==> src/rtl/hsk_timing_pkg.sv <==
package hsk_timing_pkg;

  localparam int RULE_ACK  = 0;
  localparam int RULE_HOLD = 1;
  localparam int RULE_REL  = 2;
  localparam int NUM_RULES = 3;

  typedef enum logic [1:0] {
    AK_IDLE,
    AK_WAIT_ACK,
    AK_WAIT_FALL,
    AK_DONE
  } ak_state_e;

  typedef enum logic [1:0] {
    HD_IDLE,
    HD_COUNT,
    HD_DONE
  } hd_state_e;

endpackage

==> src/rtl/hsk_edge_det.sv <==
module hsk_edge_det #(
  parameter int W = 2
) (
  input  logic         clk,
  input  logic         rst,
  input  logic [W-1:0] sig_i,
  output logic [W-1:0] rise_o,
  output logic [W-1:0] fall_o
);

  logic [W-1:0] prev_q;

  for (genvar g = 0; g < W; g++) begin : g_bit
    always_ff @(posedge clk) begin
      if (rst) prev_q[g] <= 1'b0;
      else     prev_q[g] <= sig_i[g];
    end
    assign rise_o[g] = sig_i[g] & ~prev_q[g];
    assign fall_o[g] = ~sig_i[g] & prev_q[g];
  end

endmodule

==> src/rtl/hsk_ack_track.sv <==
module hsk_ack_track
  import hsk_timing_pkg::*;
#(
  parameter int CNT_W   = 4,
  parameter int ACK_MAX = 10,
  parameter int REL_MAX = 10
) (
  input  logic clk,
  input  logic rst,
  input  logic start_i,
  input  logic finish_i,
  input  logic ack_rise_i,
  input  logic req_fall_i,
  input  logic req_lvl_i,
  output logic noack_o,
  output logic rel_err_o,
  output logic resolved_o
);

  localparam logic [CNT_W-1:0] ACK_LIM = CNT_W'(ACK_MAX);
  localparam logic [CNT_W-1:0] REL_LIM = CNT_W'(REL_MAX);
  localparam logic [CNT_W-1:0] SAT     = '1;

  ak_state_e        st_q, st_n;
  logic [CNT_W-1:0] cnt_q, cnt_n, cnt_inc;

  assign cnt_inc = (cnt_q == SAT) ? cnt_q : cnt_q + 1'b1;

  always_comb begin
    st_n      = st_q;
    cnt_n     = cnt_q;
    noack_o   = 1'b0;
    rel_err_o = 1'b0;
    unique case (st_q)
      AK_IDLE: begin
        if (start_i) begin
          st_n  = AK_WAIT_ACK;
          cnt_n = '0;
        end
      end
      AK_WAIT_ACK: begin
        if (ack_rise_i) begin
          if (!req_lvl_i) begin
            rel_err_o = 1'b1;
            st_n      = AK_DONE;
          end else begin
            st_n  = AK_WAIT_FALL;
            cnt_n = '0;
          end
        end else if (cnt_inc >= ACK_LIM) begin
          noack_o = 1'b1;
          st_n    = AK_DONE;
        end else begin
          cnt_n = cnt_inc;
        end
      end
      AK_WAIT_FALL: begin
        if (req_fall_i) begin
          st_n = AK_DONE;
        end else if (cnt_inc >= REL_LIM) begin
          rel_err_o = 1'b1;
          st_n      = AK_DONE;
        end else begin
          cnt_n = cnt_inc;
        end
      end
      default: st_n = AK_DONE;
    endcase
  end

  assign resolved_o = (st_n == AK_DONE);

  always_ff @(posedge clk) begin
    if (rst) begin
      st_q  <= AK_IDLE;
      cnt_q <= '0;
    end else begin
      st_q  <= finish_i ? AK_IDLE : st_n;
      cnt_q <= cnt_n;
    end
  end

endmodule

==> src/rtl/hsk_hold_track.sv <==
module hsk_hold_track
  import hsk_timing_pkg::*;
#(
  parameter int CNT_W    = 4,
  parameter int HOLD_MIN = 5,
  parameter int HOLD_MAX = 7
) (
  input  logic clk,
  input  logic rst,
  input  logic start_i,
  input  logic finish_i,
  input  logic req_lvl_i,
  output logic hold_err_o,
  output logic resolved_o
);

  localparam logic [CNT_W-1:0] MIN_LIM = CNT_W'(HOLD_MIN);
  localparam logic [CNT_W-1:0] MAX_LIM = CNT_W'(HOLD_MAX);
  localparam logic [CNT_W-1:0] SAT     = '1;

  hd_state_e        st_q, st_n;
  logic [CNT_W-1:0] cnt_q, cnt_n, cnt_inc;

  assign cnt_inc = (cnt_q == SAT) ? cnt_q : cnt_q + 1'b1;

  always_comb begin
    st_n       = st_q;
    cnt_n      = cnt_q;
    hold_err_o = 1'b0;
    unique case (st_q)
      HD_IDLE: begin
        if (start_i) begin
          st_n  = HD_COUNT;
          cnt_n = CNT_W'(1);
        end
      end
      HD_COUNT: begin
        if (req_lvl_i) begin
          if (cnt_inc > MAX_LIM) begin
            hold_err_o = 1'b1;
            st_n       = HD_DONE;
          end else begin
            cnt_n = cnt_inc;
          end
        end else begin
          hold_err_o = (cnt_q < MIN_LIM);
          st_n       = HD_DONE;
        end
      end
      default: st_n = HD_DONE;
    endcase
  end

  assign resolved_o = (st_n == HD_DONE);

  always_ff @(posedge clk) begin
    if (rst) begin
      st_q  <= HD_IDLE;
      cnt_q <= '0;
    end else begin
      st_q  <= finish_i ? HD_IDLE : st_n;
      cnt_q <= cnt_n;
    end
  end

endmodule

==> src/rtl/hsk_timing_mon.sv <==
module hsk_timing_mon
  import hsk_timing_pkg::*;
#(
  parameter int CNT_W    = 4,
  parameter int ACK_MAX  = 10,
  parameter int HOLD_MIN = 5,
  parameter int HOLD_MAX = 7,
  parameter int REL_MAX  = 10
) (
  input  logic       clk,
  input  logic       rst,
  input  logic       req_i,
  input  logic       ack_i,
  output logic [2:0] err_pulse_o,
  output logic [2:0] err_sticky_o,
  output logic       done_o
);

  localparam int SIG_REQ = 0;
  localparam int SIG_ACK = 1;

  logic [1:0]           rise, fall;
  logic                 busy_q, fell_q, fell_n;
  logic                 start, finish;
  logic                 ak_res, hd_res;
  logic [NUM_RULES-1:0] pulse_n, pulse_q, sticky_q;

  hsk_edge_det #(.W(2)) u_edge (
    .clk    (clk),
    .rst    (rst),
    .sig_i  ({ack_i, req_i}),
    .rise_o (rise),
    .fall_o (fall)
  );

  assign start  = rise[SIG_REQ] & ~busy_q;
  assign fell_n = fell_q | fall[SIG_REQ];
  assign finish = busy_q & ak_res & hd_res & fell_n;

  hsk_ack_track #(
    .CNT_W   (CNT_W),
    .ACK_MAX (ACK_MAX),
    .REL_MAX (REL_MAX)
  ) u_ack (
    .clk        (clk),
    .rst        (rst),
    .start_i    (start),
    .finish_i   (finish),
    .ack_rise_i (rise[SIG_ACK]),
    .req_fall_i (fall[SIG_REQ]),
    .req_lvl_i  (req_i),
    .noack_o    (pulse_n[RULE_ACK]),
    .rel_err_o  (pulse_n[RULE_REL]),
    .resolved_o (ak_res)
  );

  hsk_hold_track #(
    .CNT_W    (CNT_W),
    .HOLD_MIN (HOLD_MIN),
    .HOLD_MAX (HOLD_MAX)
  ) u_hold (
    .clk        (clk),
    .rst        (rst),
    .start_i    (start),
    .finish_i   (finish),
    .req_lvl_i  (req_i),
    .hold_err_o (pulse_n[RULE_HOLD]),
    .resolved_o (hd_res)
  );

  always_ff @(posedge clk) begin
    if (rst) begin
      busy_q   <= 1'b0;
      fell_q   <= 1'b0;
      pulse_q  <= '0;
      sticky_q <= '0;
      done_o   <= 1'b0;
    end else begin
      if (start)       busy_q <= 1'b1;
      else if (finish) busy_q <= 1'b0;
      if (start || finish) fell_q <= 1'b0;
      else if (busy_q)     fell_q <= fell_n;
      pulse_q  <= pulse_n;
      sticky_q <= sticky_q | pulse_n;
      done_o   <= finish;
    end
  end

  assign err_pulse_o  = pulse_q;
  assign err_sticky_o = sticky_q;

endmodule

==> config.mk <==
export PLATFORM = sky130hd
export DESIGN_NAME = hsk_timing_mon
export DESIGN_NICKNAME = d
export VERILOG_FILES = /design/src/rtl/hsk_timing_pkg.sv /design/src/rtl/hsk_edge_det.sv /design/src/rtl/hsk_ack_track.sv /design/src/rtl/hsk_hold_track.sv /design/src/rtl/hsk_timing_mon.sv
export SDC_FILE = /design/constraint.sdc
export NUM_CORES = 1
export LEC_CHECK = 0
export ABC_AREA = 1
export BUFFER_PORTS_ARGS = -buffer_cell sky130_fd_sc_hd__clkbuf_2
export CAP_MARGIN = 20
export CORE_MARGIN = 10
export CORE_UTILIZATION = 61
export DETAILED_ROUTE_END_ITERATION = 8
export GPL_TIMING_DRIVEN = 1
export PLACE_DENSITY = 0.86
export SLEW_MARGIN = 10
export SYNTH_ARGS = -nofsm -noshare
export SYNTH_HDL_FRONTEND = slang
export SYNTH_SLANG_ARGS = --single-unit
==> constraint.sdc <==
create_clock -name clk -period 3.7 [get_ports clk]
set_clock_uncertainty 0.2 [all_clocks]
set_input_delay 0 -clock clk [delete_from_list [all_inputs] [get_ports clk]]
set_output_delay 0 -clock clk [all_outputs]
set_load 0.005 [all_outputs]
Yosys cells after proc, flatten, opt, wreduce, memory -nomap -nowiden
Index checks and enable logic that the tools add are counted.
{"block": "word_totals", "ff_bits": 23, "in_bits": 4, "output_inout_bits": 7, "elab_cells": 86}
{"block": "classes", "addsub": 2, "magnitude_cmp": 3, "n_eq_ne": 13, "muxes": 34, "bitwise": 13, "n_reduce_logical": 10}
{"cell": "two-way mux 4 bit", "n": 10}
{"cell": "two-way mux 2 bit", "n": 7}
{"cell": "two-way mux 1 bit", "n": 12}
{"cell": "one-hot mux 4 bit (3 select lines)", "n": 1}
{"cell": "inequality test 2 bit (second input constant)", "n": 5}
{"cell": "adder 4 x 1 -> 4 bit (second input constant)", "n": 2}
{"cell": "== test 4 bit (second input constant)", "n": 2}
{"cell": "one-hot mux 4 bit (2 select lines)", "n": 1}
{"cell": "AND reduction 4 bit", "n": 2}
{"cell": "AND 1 bit", "n": 7}
{"cell": "== test 2 bit (second input constant)", "n": 3}
{"cell": "one-hot mux 2 bit (3 select lines)", "n": 1}
{"cell": "== test 2 x 1 -> 1 bit (second input constant)", "n": 2}
{"cell": "greater-or-equal comparator 4 bit (second input constant)", "n": 1}
{"cell": "> comparator 4 x 3 -> 1 bit (second input constant)", "n": 1}
{"cell": "zero test 2 bit", "n": 2}
{"cell": "less-than comparator 4 x 3 -> 1 bit (second input constant)", "n": 1}
{"cell": "NOT 1 bit", "n": 4}
{"cell": "one-hot mux 2 bit (2 select lines)", "n": 1}
{"cell": "nonzero test 2 bit", "n": 2}
{"cell": "OR reduction 2 bit", "n": 2}
{"cell": "inequality test 3 bit (second input constant)", "n": 1}
{"cell": "bitwise OR 3 bit", "n": 1}
{"cell": "nonzero test 3 bit", "n": 1}
{"cell": "3 further kinds", "n": 3}

Depth between registers and ports, before layout
{"block": "depth", "word_depth": 12, "depth_mapped": 13, "mapped_depth_nobuf": 13}

By module
From an unflattened synthesis, not the netlist that was laid out.
{"block": "unflattened", "cells_unflattened": 192, "hier_area_um2": 1327.5}
{"mod": "hsk_ack_track", "n_inst": 1, "cells_per_inst": 84, "area_each_um2": 539.3, "seq_area_each_um2": 120.1}
{"mod": "hsk_hold_track", "n_inst": 1, "cells_per_inst": 60, "area_each_um2": 392.9, "seq_area_each_um2": 120.1}
{"mod": "hsk_timing_mon", "n_inst": 1, "cells_per_inst": 36, "area_each_um2": 317.8, "seq_area_each_um2": 180.2}
{"mod": "hsk_edge_det", "n_inst": 1, "cells_per_inst": 12, "area_each_um2": 77.6, "seq_area_each_um2": 40.0}

Least setup slack after synthesis
OpenSTA, ideal clock, no wires.
{"block": "synth_timing", "kind": "register to register", "startpoint": "register u_ack.cnt_q[0]", "endpoint": "register u_hold.st_q[1]", "t_arrival_ns": 1.363, "required_time_ns": 3.381, "setup_slack_ns": 2.018, "stages_incl_launch_ff": 14, "path_buffers": 0, "period_less_slack_ns": 1.682, "path_cell_list": "dfxtp_1 ha_1 nand2_1 clkinv_1 nor2_2 nor2_4 nand2_2 nand2_4 nand2_1 nand2_1 nand2_2 nand3_4 nand2_4 nor2_2"}
{"block": "synth_via", "elab_chain_cells": 11}
{"item": "start: declaration", "line": "hsk_ack_track.sv:25", "rtl": "logic [CNT_W-1:0] cnt_q, cnt_n, cnt_inc;"}
{"item": "start signal: assignment", "line": "hsk_ack_track.sv:79", "rtl": "cnt_q <= cnt_n;"}
{"item": "adder 4 x 1 -> 4 bit / == test 4 bit (equally long branches)", "line": "hsk_ack_track.sv:27", "rtl": "assign cnt_inc = (cnt_q == SAT) ? cnt_q : cnt_q + 1'b1;"}
{"item": "two-way mux 4 bit *", "line": "hsk_ack_track.sv:27"}
{"item": "greater-or-equal comparator 4 bit *", "line": "hsk_ack_track.sv:50, hsk_ack_track.sv:60"}
{"item": "two-way mux 2 bit *", "line": "hsk_ack_track.sv:50, hsk_ack_track.sv:60"}
{"item": "two-way mux 2 bit, on equally long branches", "line": "hsk_ack_track.sv:58, hsk_ack_track.sv:42"}
{"item": "one-hot mux 2 bit (3 select lines) *", "line": "hsk_ack_track.sv:34", "rtl": "unique case (st_q)"}
{"item": "== test 2 bit *", "line": "hsk_ack_track.sv:71", "rtl": "assign resolved_o = (st_n == AK_DONE);"}
{"item": "AND 1 bit * (3 in series)", "line": "hsk_timing_mon.sv:38", "rtl": "assign finish = busy_q & ak_res & hd_res & fell_n;"}
{"item": "OR reduction 2 bit (no line) *"}
{"item": "end signal: assignment", "line": "hsk_hold_track.sv:61", "rtl": "st_q <= finish_i ? HD_IDLE : st_n;"}
{"item": "end: declaration", "line": "hsk_hold_track.sv:21", "rtl": "hd_state_e st_q, st_n;"}
Every way passes the cells marked *; elsewhere a longest branch is shown, timed or not.
A chain may end at the register's enable or synchronous reset.

Worst setup path after layout
{"block": "layout_timing", "startpoint": "register u_ack.cnt_q[0]", "endpoint": "register busy_q"}
{"block": "layout_via", "elab_chain_cells": 11}
{"item": "adder 4 x 1 -> 4 bit / == test 4 bit (equally long branches)", "line": "hsk_ack_track.sv:27"}
{"item": "two-way mux 4 bit *", "line": "hsk_ack_track.sv:27"}
{"item": "greater-or-equal comparator 4 bit *", "line": "hsk_ack_track.sv:50, hsk_ack_track.sv:60"}
{"item": "two-way mux 2 bit *", "line": "hsk_ack_track.sv:50, hsk_ack_track.sv:60"}
{"item": "two-way mux 2 bit, on equally long branches", "line": "hsk_ack_track.sv:58, hsk_ack_track.sv:42"}
{"item": "one-hot mux 2 bit (3 select lines) *", "line": "hsk_ack_track.sv:34"}
{"item": "== test 2 bit *", "line": "hsk_ack_track.sv:71"}
{"item": "AND 1 bit * (3 in series)", "line": "hsk_timing_mon.sv:38"}
{"item": "nonzero test 2 bit (no line) *"}
{"item": "end signal: assignment", "line": "hsk_timing_mon.sv:73", "rtl": "busy_q <= 1'b0;"}
{"item": "end signal: assignment", "line": "hsk_timing_mon.sv:79", "rtl": "if (start) busy_q <= 1'b1;"}
{"item": "end signal: assignment", "line": "hsk_timing_mon.sv:80", "rtl": "else if (finish) busy_q <= 1'b0;"}
{"item": "end: declaration", "line": "hsk_timing_mon.sv:23", "rtl": "logic busy_q, fell_q, fell_n;"}
Marked as above.

==> out/results.tsv <==
stage	metric	value	unit
drt	drc	0	
setup_path	path_max_fanout	5	
finish	fin_cells	218	
floorplanning	fp.dieH	65.3	um
synthesis	ys_warn_count	0	
timing	relSlewSlack	73.3	%
floorplanning	rows	16	
drt	firstDrtPassIters	4	
setup_path	worstSetupStartpointType	register	
drt	first_iter_violations	52	
power	ir_drop	0.000437	V
timing	period_needed	1900	ps
run	max-cap-violations	0	
finish	register_area	460	um^2
setup_path	endpoint	busy_q	
clock_tree	insertion_delay	300	ps
finish	multiInputGateArea	672	um^2
drt	avgViaCountPerCell	5.16	
drt	drt-wirelength-per-cell	11.9	um
setup_path	crit_slowest_cell	dfxtp_1	
grt	antenna_found_initial	0	
power	p_per_area	584	nW/um^2
floorplanning	die_area	4270	um^2
synthesis	syn-cell-area	1250	um^2
setup_path	cp.required	3700	ps
finish	final_common_cell	nand2_1	
setup_path	timing.rr.start	u_ack.cnt_q[0]	
placement	hpwl	2.10	mm
timing	hold_violations	0	
floorplanning	io_pins	11	
clock_tree	clkSinkCount	23	
setup_path	startpoint	u_ack.cnt_q[0]	
timing	rsz0062_at_grt	false	
min_path	hold_class	register to register	
finish	n_antenna_cell	0	
synthesis	syn_nets	185	
grt	grt.total_usage	12.8	%
placement	place_inst	209	
setup_path	arrival	1900	ps
clock_tree	post_cts_buffers	0	
placement	port_buffers	10	
finish	fillers	169	
clock_tree	ctsHoldBuffers	5	
finish	drive_gt1_share	23.6	%
power	leakage	0.696	nW
timing	worstMarginPinSlew	401	ps
synthesis	ys_types	28	
grt	grt_pass1_wl	4.59	mm
setup_path	rr_worst_depth	13	
floorplanning	start_util	63.9	%
finish	nNetsFinal	203	
drt	detailroute.via_count	1125	
clock_tree	cts.path.max_buffers	2	
timing	fmaxAchievable	526	MHz
setup_path	cp_cell_sequence	ha_1, nand2_1, clkinv_1, nor2_2, nor2_4, nand2_2, nand2_4, nand2_1, nand2_1, nand2_2, nand3_4, nand3_1, nand2_1	
finish	final_cell_mix	36 x nand2_1, 23 x dfxtp_1, 21 x inv_1, 21 x nor2_1, 11 x nand3_1	
setup_path	cp-end-kind	register	
clock_tree	cts_resized	0	
synthesis	synth-seq-cells	23	
timing	timing.final.crit_share	51.4	%
status	status	finished clean	
drt	ant_nets	0	
clock_tree	cts.clk_slew.worst_paths	110	ps
setup_path	r2r_end	busy_q	
grt	overflow	0	
drt	routed_wl	2.58	mm
clock_tree	cts_tree	yes	
clock_tree	htreeDepth	1	
synthesis	syn_inst	174	
finish	syn2layout_area_growth	12.1	%
timing	tns	0	ps
timing	setup_viol	0	
finish	final_util	71.6	%
timing	holdWs	258	ps
clock_tree	numCtsBuffers	3	
timing	drv_slew	0	
setup_path	r2r_slack	1800	ps
setup_path	cpMostUsedCell	nand2_1	
grt	grt_max_degree	13	
power	design_power_total	0.821	mW
placement	gp_congestion	0.870	
setup_path	cpPeakStageDelay	350	ps
floorplanning	core_area	1960	um^2
clock_tree	cts-root-buf	clkbuf_4	
setup_path	crit_type	register to register	
synthesis	synth-seq-area-share	36.7	%
synthesis	syn_area_per_cell	7.21	um^2
grt	grt_pass1_vias	1124	
floorplanning	dieWidth	65.3	um
state kept, by name, indices dropped and copies added (netlist names):
| register | count |
|---|---|
| done_o | 1 |
| u_ack.cnt_q | 4 |
| u_hold.st_q | 2 |
| fell_q | 1 |
| busy_q | 1 |
| u_ack.st_q | 2 |
| err_pulse_o | 3 |
| u_edge.prev_q | 2 |
| err_sticky_o | 3 |
| u_hold.cnt_q | 4 |
cell type report:
class                      count  share of cell area (%)
sequential                    23                    32.8
clock buffer                   4                    1.87
tap                           27                    2.40
inverter                      30                    8.01
timing repair buffer          15                    7.12
multi-input combinational    119                    47.8
worst min-delay path by stage:
stage / to / start / slack, ps / cells past startpoint
5_1_grt: err_sticky_o[2] / err_sticky_o[2] / 300 / 2
3_3_place_gp: u_edge.prev_q[1] / ack_i / 20 / 3
2_1_floorplan: u_edge.prev_q[1] / ack_i / -80 / 2
3_5_place_dp: u_edge.prev_q[1] / ack_i / 30 / 3
6_report: err_sticky_o[2] / err_sticky_o[2] / 260 / 2
4_1_cts: err_sticky_o[2] / err_sticky_o[2] / 260 / 2
power by group:
part           switching (mW)  total [mW]  internal, mW
clock network          0.0692       0.111        0.0419
logic                   0.246       0.383         0.137
registers              0.0408       0.327         0.286
total                   0.356       0.821         0.465
cells by family (layout without fill, tap and decap cells):
logic type / count (synthesis) / after routing / share of synthesized area, %
AO/OA/AOI/OAI: 18 / 18 / 9.58
adder cells (fa/ha/maj): 7 / 7 / 6.99
buffers and inverters: 32 / 49 / 9.68
flip-flops: 23 / 23 / 36.7
AND/OR/NAND/NOR: 94 / 94 / 37.0
synth_stat cells:
| cell | instances | area [um^2] |
|---|---|---|
| nand2_1 | 36 | 135 |
| dfxtp_1 | 23 | 460 |
| inv_1 | 21 | 78.8 |
| nor2_1 | 21 | 78.8 |
| nand3_1 | 11 | 55.1 |
| nand2_2 | 10 | 62.6 |
| inv_2 | 8 | 30.0 |
| ha_1 | 7 | 87.6 |
| o21ai_0 | 6 | 30.0 |
| nor2_2 | 4 | 25.0 |
| a21oi_1 | 3 | 15.0 |
| nor2_4 | 3 | 33.8 |
| nor3_1 | 3 | 15.0 |
| nand2_4 | 2 | 22.5 |
| nand4_1 | 2 | 12.5 |
| o21ai_2 | 2 | 17.5 |
| a211oi_1 | 1 | 7.51 |
| a211oi_2 | 1 | 12.5 |
| a21oi_2 | 1 | 8.76 |
| a22oi_1 | 1 | 7.51 |
| a31oi_1 | 1 | 6.26 |
| buf_2 | 1 | 5.00 |
| clkbuf_1 | 1 | 3.75 |
| clkinv_1 | 1 | 3.75 |
| nand3_4 | 1 | 17.5 |
| o21a_1 | 1 | 7.51 |
| o31ai_1 | 1 | 7.51 |
| or2_1 | 1 | 6.26 |
critical path: cells and delay by family (launching register included):
kind | cells | cell delay, ps
buf+inv | 1 | 80
flops | 1 | 350
fa+ha+maj | 1 | 240
simple gates | 11 | 930
layer usage:
metal / GRT usage [%] / part of all wire (%) / routed length (um)
met1: 14.3 / 41 / 1050
met2: 24.1 / 54 / 1410
met3: 1.69 / 4.2 / 108
met4: 4.28 / 0.81 / 21
met5: 0 / 0 / 0
stage by stage:
step | instance area (um^2) | setup WS, ps
finish | 1410 | 1800
global route | 1410 | 1640
CTS | 1410 | 1800
detailed placement | 1330 | 1830
global placement | 1330 | 1930
floorplan | 1250 | 2020
(Power assumes the default switching activity.)
